<file path="src/rtl/mic_pkg.sv">
package mic_pkg;
    typedef enum logic [2:0] {
        RK_CACHED_RD = 3'd0,
        RK_CACHED_WR = 3'd1,
        RK_UNCACH_RD = 3'd2,
        RK_UNCACH_WR = 3'd3,
        RK_WRITEBACK = 3'd4
    } req_kind_e;

    typedef enum logic [1:0] {
        SRC_NONE = 2'd0,
        SRC_MSHR = 2'd1,
        SRC_WBUF = 2'd2
    } issue_src_e;
endpackage

</file>
<file path="src/rtl/mic_queue.sv">
module mic_queue #(
    parameter int DEPTH   = 4,
    parameter int LINE_W  = 4,
    parameter int SIZE_W  = 4,
    parameter int ORD_W   = 5,
    parameter int TGT_MAX = 3,
    parameter bit MERGE   = 1'b1,
    parameter int NPROBE  = 1,
    localparam int CNT_W  = $clog2(DEPTH + 1),
    localparam int TGT_W  = $clog2(TGT_MAX + 1)
) (
    input  logic              clk,
    input  logic              rst_n,
    input  logic              push_i,
    input  logic              push_cached_i,
    input  logic              merge_en_i,
    input  logic [LINE_W-1:0] push_line_i,
    input  logic [SIZE_W-1:0] push_size_i,
    input  logic [ORD_W-1:0]  push_ord_i,
    input  logic              pop_i,
    output logic              head_vld_o,
    output logic [LINE_W-1:0] head_line_o,
    output logic [SIZE_W-1:0] head_size_o,
    output logic [ORD_W-1:0]  head_ord_o,
    output logic [TGT_W-1:0]  head_tgts_o,
    input  logic [LINE_W-1:0] probe_line_i [NPROBE],
    input  logic [ORD_W-1:0]  probe_ord_i  [NPROBE],
    output logic [NPROBE-1:0] probe_hit_o,
    output logic              full_o,
    output logic              stall_nxt_o
);
    logic [LINE_W-1:0] line_q [DEPTH];
    logic [LINE_W-1:0] line_n [DEPTH];
    logic [SIZE_W-1:0] size_q [DEPTH];
    logic [SIZE_W-1:0] size_n [DEPTH];
    logic [ORD_W-1:0]  ord_q  [DEPTH];
    logic [ORD_W-1:0]  ord_n  [DEPTH];
    logic [TGT_W-1:0]  tgts_q [DEPTH];
    logic [TGT_W-1:0]  tgts_n [DEPTH];
    logic              cch_q  [DEPTH];
    logic              cch_n  [DEPTH];
    logic [CNT_W-1:0]  cnt_q, cnt_n;
    logic              merged;
    logic              tgt_lim_n;

    function automatic logic is_older(input logic [ORD_W-1:0] a, input logic [ORD_W-1:0] b);
        logic [ORD_W-1:0] d;
        d = a - b;
        return d[ORD_W-1];
    endfunction

    // next state: pop shifts toward the head, then push merges or appends
    always_comb begin
        line_n = line_q;
        size_n = size_q;
        ord_n  = ord_q;
        tgts_n = tgts_q;
        cch_n  = cch_q;
        cnt_n  = cnt_q;
        merged = 1'b0;
        if (pop_i && cnt_q != '0) begin
            for (int i = 0; i < DEPTH - 1; i++) begin
                line_n[i] = line_q[i+1];
                size_n[i] = size_q[i+1];
                ord_n[i]  = ord_q[i+1];
                tgts_n[i] = tgts_q[i+1];
                cch_n[i]  = cch_q[i+1];
            end
            cnt_n = cnt_q - 1'b1;
        end
        if (push_i) begin
            if (MERGE && merge_en_i) begin
                for (int i = 0; i < DEPTH; i++) begin
                    if (!merged && CNT_W'(i) < cnt_n && cch_n[i] &&
                        line_n[i] == push_line_i && tgts_n[i] < TGT_W'(TGT_MAX)) begin
                        tgts_n[i] = tgts_n[i] + 1'b1;
                        merged    = 1'b1;
                    end
                end
            end
            if (!merged) begin
                for (int i = 0; i < DEPTH; i++) begin
                    if (CNT_W'(i) == cnt_n) begin
                        line_n[i] = push_line_i;
                        size_n[i] = push_size_i;
                        ord_n[i]  = push_ord_i;
                        tgts_n[i] = TGT_W'(1);
                        cch_n[i]  = push_cached_i;
                    end
                end
                if (cnt_n < CNT_W'(DEPTH)) cnt_n = cnt_n + 1'b1;
            end
        end
    end

    always_comb begin
        tgt_lim_n = 1'b0;
        for (int i = 0; i < DEPTH; i++) begin
            if (CNT_W'(i) < cnt_n && tgts_n[i] == TGT_W'(TGT_MAX)) tgt_lim_n = 1'b1;
        end
    end

    always_ff @(posedge clk or negedge rst_n) begin
        if (!rst_n) begin
            cnt_q <= '0;
            for (int i = 0; i < DEPTH; i++) begin
                line_q[i] <= '0;
                size_q[i] <= '0;
                ord_q[i]  <= '0;
                tgts_q[i] <= '0;
                cch_q[i]  <= 1'b0;
            end
        end else begin
            cnt_q  <= cnt_n;
            line_q <= line_n;
            size_q <= size_n;
            ord_q  <= ord_n;
            tgts_q <= tgts_n;
            cch_q  <= cch_n;
        end
    end

    for (genvar p = 0; p < NPROBE; p++) begin : g_probe
        logic hit;
        always_comb begin
            hit = 1'b0;
            for (int i = 0; i < DEPTH; i++) begin
                if (CNT_W'(i) < cnt_q && line_q[i] == probe_line_i[p] &&
                    is_older(ord_q[i], probe_ord_i[p])) hit = 1'b1;
            end
        end
        assign probe_hit_o[p] = hit;
    end

    assign head_vld_o  = (cnt_q != '0);
    assign head_line_o = line_q[0];
    assign head_size_o = size_q[0];
    assign head_ord_o  = ord_q[0];
    assign head_tgts_o = tgts_q[0];
    assign full_o      = (cnt_q == CNT_W'(DEPTH));
    assign stall_nxt_o = (cnt_n == CNT_W'(DEPTH)) || (MERGE && tgt_lim_n);


    no_overflow_chk: assert property (@(posedge clk) disable iff (!rst_n)
        (cnt_q == CNT_W'(DEPTH) && !pop_i) |-> !push_i);


    no_underflow_chk: assert property (@(posedge clk) disable iff (!rst_n)
        pop_i |-> cnt_q != '0);
endmodule

</file>
<file path="src/rtl/miss_issue_ctrl.sv">
module miss_issue_ctrl
    import mic_pkg::*;
#(
    parameter int MSHR_DEPTH = 4,
    parameter int WBUF_DEPTH = 2,
    parameter int TGT_MAX    = 3,
    parameter int LINE_W     = 4,
    parameter int LINE_BYTES = 8,
    parameter int ORD_W      = 5,
    localparam int SIZE_W    = $clog2(LINE_BYTES + 1),
    localparam int TGT_W     = $clog2(TGT_MAX + 1)
) (
    input  logic              clk,
    input  logic              rst_n,
    input  logic              req_valid,
    input  logic [2:0]        req_kind,
    input  logic [LINE_W-1:0] req_line,
    input  logic [SIZE_W-1:0] req_size,
    output logic              req_blocked,
    output logic              iss_valid,
    input  logic              iss_ready,
    output logic              iss_write,
    output logic [LINE_W-1:0] iss_line,
    output logic [SIZE_W-1:0] iss_size,
    output logic [ORD_W-1:0]  iss_order,
    output logic [TGT_W-1:0]  iss_tgts
);
    logic [ORD_W-1:0]  ord_q;
    logic              blk_q;
    logic              acc, to_mshr, cached_rw, uncached;
    logic [SIZE_W-1:0] push_size;
    issue_src_e        sel;

    logic              m_vld, m_full, m_stall;
    logic [LINE_W-1:0] m_line;
    logic [SIZE_W-1:0] m_size;
    logic [ORD_W-1:0]  m_ord;
    logic [TGT_W-1:0]  m_tgts;
    logic [0:0]        m_hit;
    logic [LINE_W-1:0] m_pl [1];
    logic [ORD_W-1:0]  m_po [1];

    logic              w_vld, w_full, w_stall;
    logic [LINE_W-1:0] w_line;
    logic [SIZE_W-1:0] w_size;
    logic [ORD_W-1:0]  w_ord;
    logic [TGT_W-1:0]  w_tgts;
    logic [1:0]        w_hit;
    logic [LINE_W-1:0] w_pl [2];
    logic [ORD_W-1:0]  w_po [2];

    logic m_ok, w_ok;

    assign acc       = req_valid && !blk_q && (req_kind <= RK_WRITEBACK);
    assign to_mshr   = (req_kind <= RK_UNCACH_RD);
    assign cached_rw = (req_kind == RK_CACHED_RD) || (req_kind == RK_CACHED_WR);
    assign uncached  = (req_kind == RK_UNCACH_RD) || (req_kind == RK_UNCACH_WR);
    assign push_size = uncached ? req_size : SIZE_W'(LINE_BYTES);

    // miss queue is probed with the write head; write queue with the miss head
    // and with the incoming line (every live number is older than ord_q)
    assign m_pl[0] = w_line;
    assign m_po[0] = w_ord;
    assign w_pl[0] = m_line;
    assign w_po[0] = m_ord;
    assign w_pl[1] = req_line;
    assign w_po[1] = ord_q;

    mic_queue #(
        .DEPTH(MSHR_DEPTH), .LINE_W(LINE_W), .SIZE_W(SIZE_W), .ORD_W(ORD_W),
        .TGT_MAX(TGT_MAX), .MERGE(1'b1), .NPROBE(1)
    ) i_mshr_q (
        .clk(clk), .rst_n(rst_n),
        .push_i(acc && to_mshr), .push_cached_i(cached_rw),
        .merge_en_i(cached_rw && !w_hit[1]),
        .push_line_i(req_line), .push_size_i(push_size), .push_ord_i(ord_q),
        .pop_i(sel == SRC_MSHR && iss_ready),
        .head_vld_o(m_vld), .head_line_o(m_line), .head_size_o(m_size),
        .head_ord_o(m_ord), .head_tgts_o(m_tgts),
        .probe_line_i(m_pl), .probe_ord_i(m_po), .probe_hit_o(m_hit),
        .full_o(m_full), .stall_nxt_o(m_stall)
    );

    mic_queue #(
        .DEPTH(WBUF_DEPTH), .LINE_W(LINE_W), .SIZE_W(SIZE_W), .ORD_W(ORD_W),
        .TGT_MAX(TGT_MAX), .MERGE(1'b0), .NPROBE(2)
    ) i_wbuf_q (
        .clk(clk), .rst_n(rst_n),
        .push_i(acc && !to_mshr), .push_cached_i(1'b0), .merge_en_i(1'b0),
        .push_line_i(req_line), .push_size_i(push_size), .push_ord_i(ord_q),
        .pop_i(sel == SRC_WBUF && iss_ready),
        .head_vld_o(w_vld), .head_line_o(w_line), .head_size_o(w_size),
        .head_ord_o(w_ord), .head_tgts_o(w_tgts),
        .probe_line_i(w_pl), .probe_ord_i(w_po), .probe_hit_o(w_hit),
        .full_o(w_full), .stall_nxt_o(w_stall)
    );

    assign m_ok = m_vld && !w_hit[0];
    assign w_ok = w_vld && !m_hit[0];

    // selection
    always_comb begin
        sel = SRC_NONE;
        if (w_full && w_ok)  sel = SRC_WBUF;
        else if (m_ok)       sel = SRC_MSHR;
        else if (w_ok)       sel = SRC_WBUF;
    end

    // outputs of the selection
    always_comb begin
        iss_valid = 1'b0;
        iss_write = 1'b0;
        iss_line  = '0;
        iss_size  = '0;
        iss_order = '0;
        iss_tgts  = '0;
        unique case (sel)
            SRC_MSHR: begin
                iss_valid = 1'b1;
                iss_line  = m_line;
                iss_size  = m_size;
                iss_order = m_ord;
                iss_tgts  = m_tgts;
            end
            SRC_WBUF: begin
                iss_valid = 1'b1;
                iss_write = 1'b1;
                iss_line  = w_line;
                iss_size  = w_size;
                iss_order = w_ord;
                iss_tgts  = w_tgts;
            end
            default: ;
        endcase
    end

    always_ff @(posedge clk or negedge rst_n) begin
        if (!rst_n) begin
            ord_q <= '0;
            blk_q <= 1'b0;
        end else begin
            if (acc) ord_q <= ord_q + 1'b1;
            blk_q <= m_stall || w_stall;
        end
    end

    assign req_blocked = blk_q;


    ord_step_chk: assert property (@(posedge clk) disable iff (!rst_n)
        acc |=> ord_q == ORD_W'($past(ord_q) + 1'b1));


    blocked_ignore_chk: assert property (@(posedge clk) disable iff (!rst_n)
        (req_valid && req_blocked) |=> $stable(ord_q));


    tgts_range_chk: assert property (@(posedge clk) disable iff (!rst_n)
        iss_valid |-> (iss_tgts != '0 && iss_tgts <= TGT_W'(TGT_MAX)));
endmodule

</file>
<file path="config.mk">
export PLATFORM = sky130hd
export DESIGN_NAME = miss_issue_ctrl
export DESIGN_NICKNAME = d
export VERILOG_FILES = /design/src/rtl/mic_pkg.sv /design/src/rtl/mic_queue.sv /design/src/rtl/miss_issue_ctrl.sv
export SDC_FILE = /design/constraint.sdc
export NUM_CORES = 1
export LEC_CHECK = 0
export ABC_AREA = 1
export BUFFER_PORTS_ARGS = -buffer_cell sky130_fd_sc_hd__buf_2
export CORE_MARGIN = 10
export CORE_UTILIZATION = 60
export CTS_CLUSTER_DIAMETER = 200
export DETAILED_ROUTE_END_ITERATION = 12
export PLACE_DENSITY = 0.78
export SYNTH_ARGS = -nofsm -noshare
export SYNTH_HDL_FRONTEND = slang
export SYNTH_SLANG_ARGS = --single-unit
</file>
<file path="constraint.sdc">
create_clock -name clk -period 8.05 [get_ports clk]
set_input_delay 1.61 -clock clk [delete_from_list [all_inputs] [get_ports clk]]
set_output_delay 1.61 -clock clk [all_outputs]
set_load 0.02 [all_outputs]
</file>
==> metrics.md <==
| Metric | Value |
|---|---|
| Status | `complete, no violations` |
| CTS tree | `yes` |
| Vias in the first global route | `6,247` |
| H-tree depth | `3` |
| Post-DP HPWL | `13.7 mm` |
| First-pass GRT wire length | `32.0 mm` |
| Die width | `between 100 and 150 um` |
| EDFF count, synth | `0` |
| Critical path origin | `i_wbuf_q.head_ord_o[3]` |
| Max Fanout on Critical Path | `66` |
| Sw power | `just under 2000 uW` |
| PostCTS Resize Cnt | `0` |
| Max Freq | `roughly 0.15 GHz` |
| Combinational Power Share | `61.5%` |
| Synth Area per Inst | `~7.4 um^2` |
| Sequential power share | `a little over a quarter` |
| Final setup fails | `0` |
| Hold_sp | `i_wbuf_q.tgts_q[0]` |
| Cell Area, Synth | `between 0.007 and 0.008 mm^2` |
| Final Max Slew Viols | `0` |
| Post-synthesis register bit count | `~100` |
| Chip height | `between 100 and 150 um` |
| Syn. warnings | `0` |
| Grt ovf | `0` |
| Via/cell ratio | `5.95` |
| Asr flop ratio synth | `100%` |
| Core Rows | `39` |
| DRC | `0` |
| 1st-pass router iterations | `7` |
| Critical Path Start Type | `register` |
| Tightest Pin Transition | `around 1.1 ns` |
| Fin nets | `around 1,000` |
| Clock power share | `between 10% and 20%` |
| Skew final | `approximately 0.0096 ns` |
| Slew HR | `between 20 and 30%` |
| Initial antenna violation count | `0` |
| Max clock buf depth | `2` |
| Slowest CP cell | `nand3_2` |
| Core box area | `roughly 0.012 mm^2` |
| Most used cell, CP | `nand2_1` |
| Worst min path class | `reg2reg` |
| Leakage | `around 0.0038 uW` |
| Hold buffers post-CTS | `0` |
| Worst vdd ir | `approximately 0.35 mV` |
| Synth unique cells | `43` |
| Sinks on Clock Net | `~100` |
| Post-Synthesis Net Count | `about 1,000` |
| Final period util | `between 80% and 90%` |
| Post-route insts no fill | `roughly 1,100` |
| DRT Wirelength | `19.6 mm` |
| Crit-path max cell delay | `roughly 0.72 ns` |
| Commonest non-fill, non-tap cell in the layout | `nand2_1` |
| P_int | `between 1500 and 2000 uW` |
| Die area | `around 0.017 mm^2` |
| IO Pins | `33` |
| Sequential fraction of the synthesis area | `between 30% and 40%` |
| Top_reg_cell synth | `dfrtp_1` |
| Global Route Usage Sum | `between 20% and 30%` |
| Commonest non-fill, non-tap cells in the layout | `295 x nand2_1, 104 x dfrtp_1, 98 x inv_1, 64 x o21ai_0, 62 x nor2_1` |
| Final Hold Fails | `0` |
| DR WL/cell | `roughly 18 um` |
| Post-route ant nets | `0` |
| Post-CTS Setup Bufs | `0` |
| Worst R2R Start | `i_wbuf_q.head_ord_o[3]` |
| Fraction of layout cells with a size suffix above 1 | `11.3%` |
| DRT iter0 DRCs | `between 700 and 800` |
| CP Class | `reg2reg` |
| Clock latency on the worst-skew pair | `between 0.3 and 0.4 ns` |
| RSZ-0062 raised after global routing | `no` |
| # port buffers | `32` |
| Power per Cell Area | `around 480 mW/mm^2` |
| CTS buffer count | `9` |
| CTS root buffer | `clkbuf_16` |
| Area growth from synthesis to layout | `5.06%` |
| Required time of the critical path | `about 8.4 ns` |
| Critical Path End Type | `register` |
| Routed via count | `roughly 6,700` |
| Setup TNS | `0 ns` |
| Sw frac | `53.9%` |
| Final min period | `approximately 6.8 ns` |
| Crit path max-delay family | `simple AND/OR/NAND/NOR gates` |
| Max cap viols | `0` |
| Ant diodes | `0` |
| Dpl ws | `about 1.4 ns` |
| Initial Utilization | `between 60% and 70%` |
| CP bufs+invs | `7` |
| Worst endpoint data arrival time | `approximately 7.1 ns` |
| Setup ws final | `1.29 ns` |
| Largest net degree at the start of global routing | `67` |
| Dpl cells | `between 1,000 and 1,500` |
| Clock transition at path regs | `0.08 ns` |
| Final GP Congestion | `between 0.9 and 1` |
| Post-Synthesis Cells | `about 970` |
[synthesized netlist by cell type, types with 8 or more instances]
master | number | area share (%)
nand2_1 | 295 | 15
dfrtp_1 | 104 | 36
inv_1 | 98 | 5.1
o21ai_0 | 64 | 4.4
nor2_1 | 62 | 3.2
nand3_1 | 56 | 3.9
ha_1 | 43 | 7.5
a21oi_1 | 35 | 2.4
clkbuf_1 | 25 | 1.3
nand4_1 | 19 | 1.7
a31oi_2 | 16 | 2.8
a31oi_1 | 15 | 1.3
o21ai_1 | 14 | 0.97
xor2_1 | 12 | 1.5
xnor2_1 | 11 | 1.3
buf_6 | 10 | 1.6
buf_2 | 9 | 0.63
nor2_2 | 8 | 0.70
[power groups by stage]
stage / Combinational, uW / Sequential (uW) / Clock, uW
global route: 2500 / 978 / 463
floorplan: 1710 / 872 / 0
global placement: 2150 / 952 / 0
detailed placement: 2200 / 954 / 0
CTS: 2210 / 947 / 444
finish: 2230 / 955 / 440
[worst register-to-register path: cells and delay by family (launching register included)]
family | cells | cell delay, ns
and+or+nand+nor | 18 | 2.99
buffers and inverters | 7 | 1.33
adders and majority gates | 3 | 1.12
AOI/OAI and AO/OA | 6 | 0.85
DFF | 1 | 0.44
[metal layers]
metal | routed length [um] | GRT usage [%] | vias to the layer above | part of all wire (%)
met4 | 302 | 6.42 | 0 | 1.5
met5 | 0 | 0 | - | 0
met1 | 8630 | 32.2 | 3158 | 44
met3 | 1550 | 5.30 | 28 | 7.9
li1 | - | - | 3182 | -
met2 | 9130 | 38.5 | 288 | 47
[path summary, 6_finish.rpt]
| check | endpoint | slack [ns] | cells past startpoint |
|---|---|---|---|
| max reg2reg | req_blocked | 1.29 | 34 |
| max in group asynchronous | i_mshr_q.line_q[4] | 5.60 | 2 |
| min reg2reg | i_wbuf_q.tgts_q[0] | 0.47 | 2 |
| max | req_blocked | 1.29 | 34 |
| min | i_wbuf_q.tgts_q[0] | 0.47 | 2 |
| min in group asynchronous | i_wbuf_q.head_size_o[2] | 1.33 | 1 |
[registers in the layout, summed over array words and instances (netlist names), 5 cells and up]
| name | flops |
|---|---|
| i_mshr_q.size_q | 12 |
| i_mshr_q.head_ord_o | 5 |
| i_mshr_q.line_q | 12 |
| ord_q | 5 |
| i_mshr_q.ord_q | 15 |
| i_mshr_q.tgts_q | 6 |
| i_wbuf_q.head_ord_o | 5 |
| i_wbuf_q.ord_q | 5 |
[kinds of logic (layout without fill, tap and decap cells)]
logic type               after synthesis  in the layout  share of synthesized area (%)
AO/OA/AOI/OAI                        180            180                           16.0
XOR/XNOR                              23             23                           2.80
adder cells (fa/ha/maj)               43             43                           7.47
buffers and inverters                152            154                           9.28
flip-flops                           104            104                           36.2
multiplexers                           1              1                          0.156
AND/OR/NAND/NOR                      470            470                           28.2
[per-stage QoR]
step | hold slack (ns) | power [uW] | instance area (um^2) | utilization (%)
floorplan | 0.423 | 2580 | 7200 | -
CTS | 0.472 | 3600 | 7560 | 65.4
global placement | 0.433 | 3100 | 7280 | 62.9
detailed placement | 0.452 | 3150 | 7280 | 62.9
global route | 0.500 | 3940 | 7560 | 65.4
finish | 0.466 | 3630 | 7560 | 65.4
[cell type report]
| type | count | area, um^2 |
|---|---|---|
| timing repair buffer | 34 | 178 |
| clock inverter | 6 | 56.3 |
| clock buffer | 10 | 229 |
| sequential | 104 | 2600 |
| inverter | 104 | 390 |
| tap | 143 | 179 |
| multi-input combinational | 717 | 3930 |
| fill | 1023 | 4000 |
(Power assumes the default switching activity.)
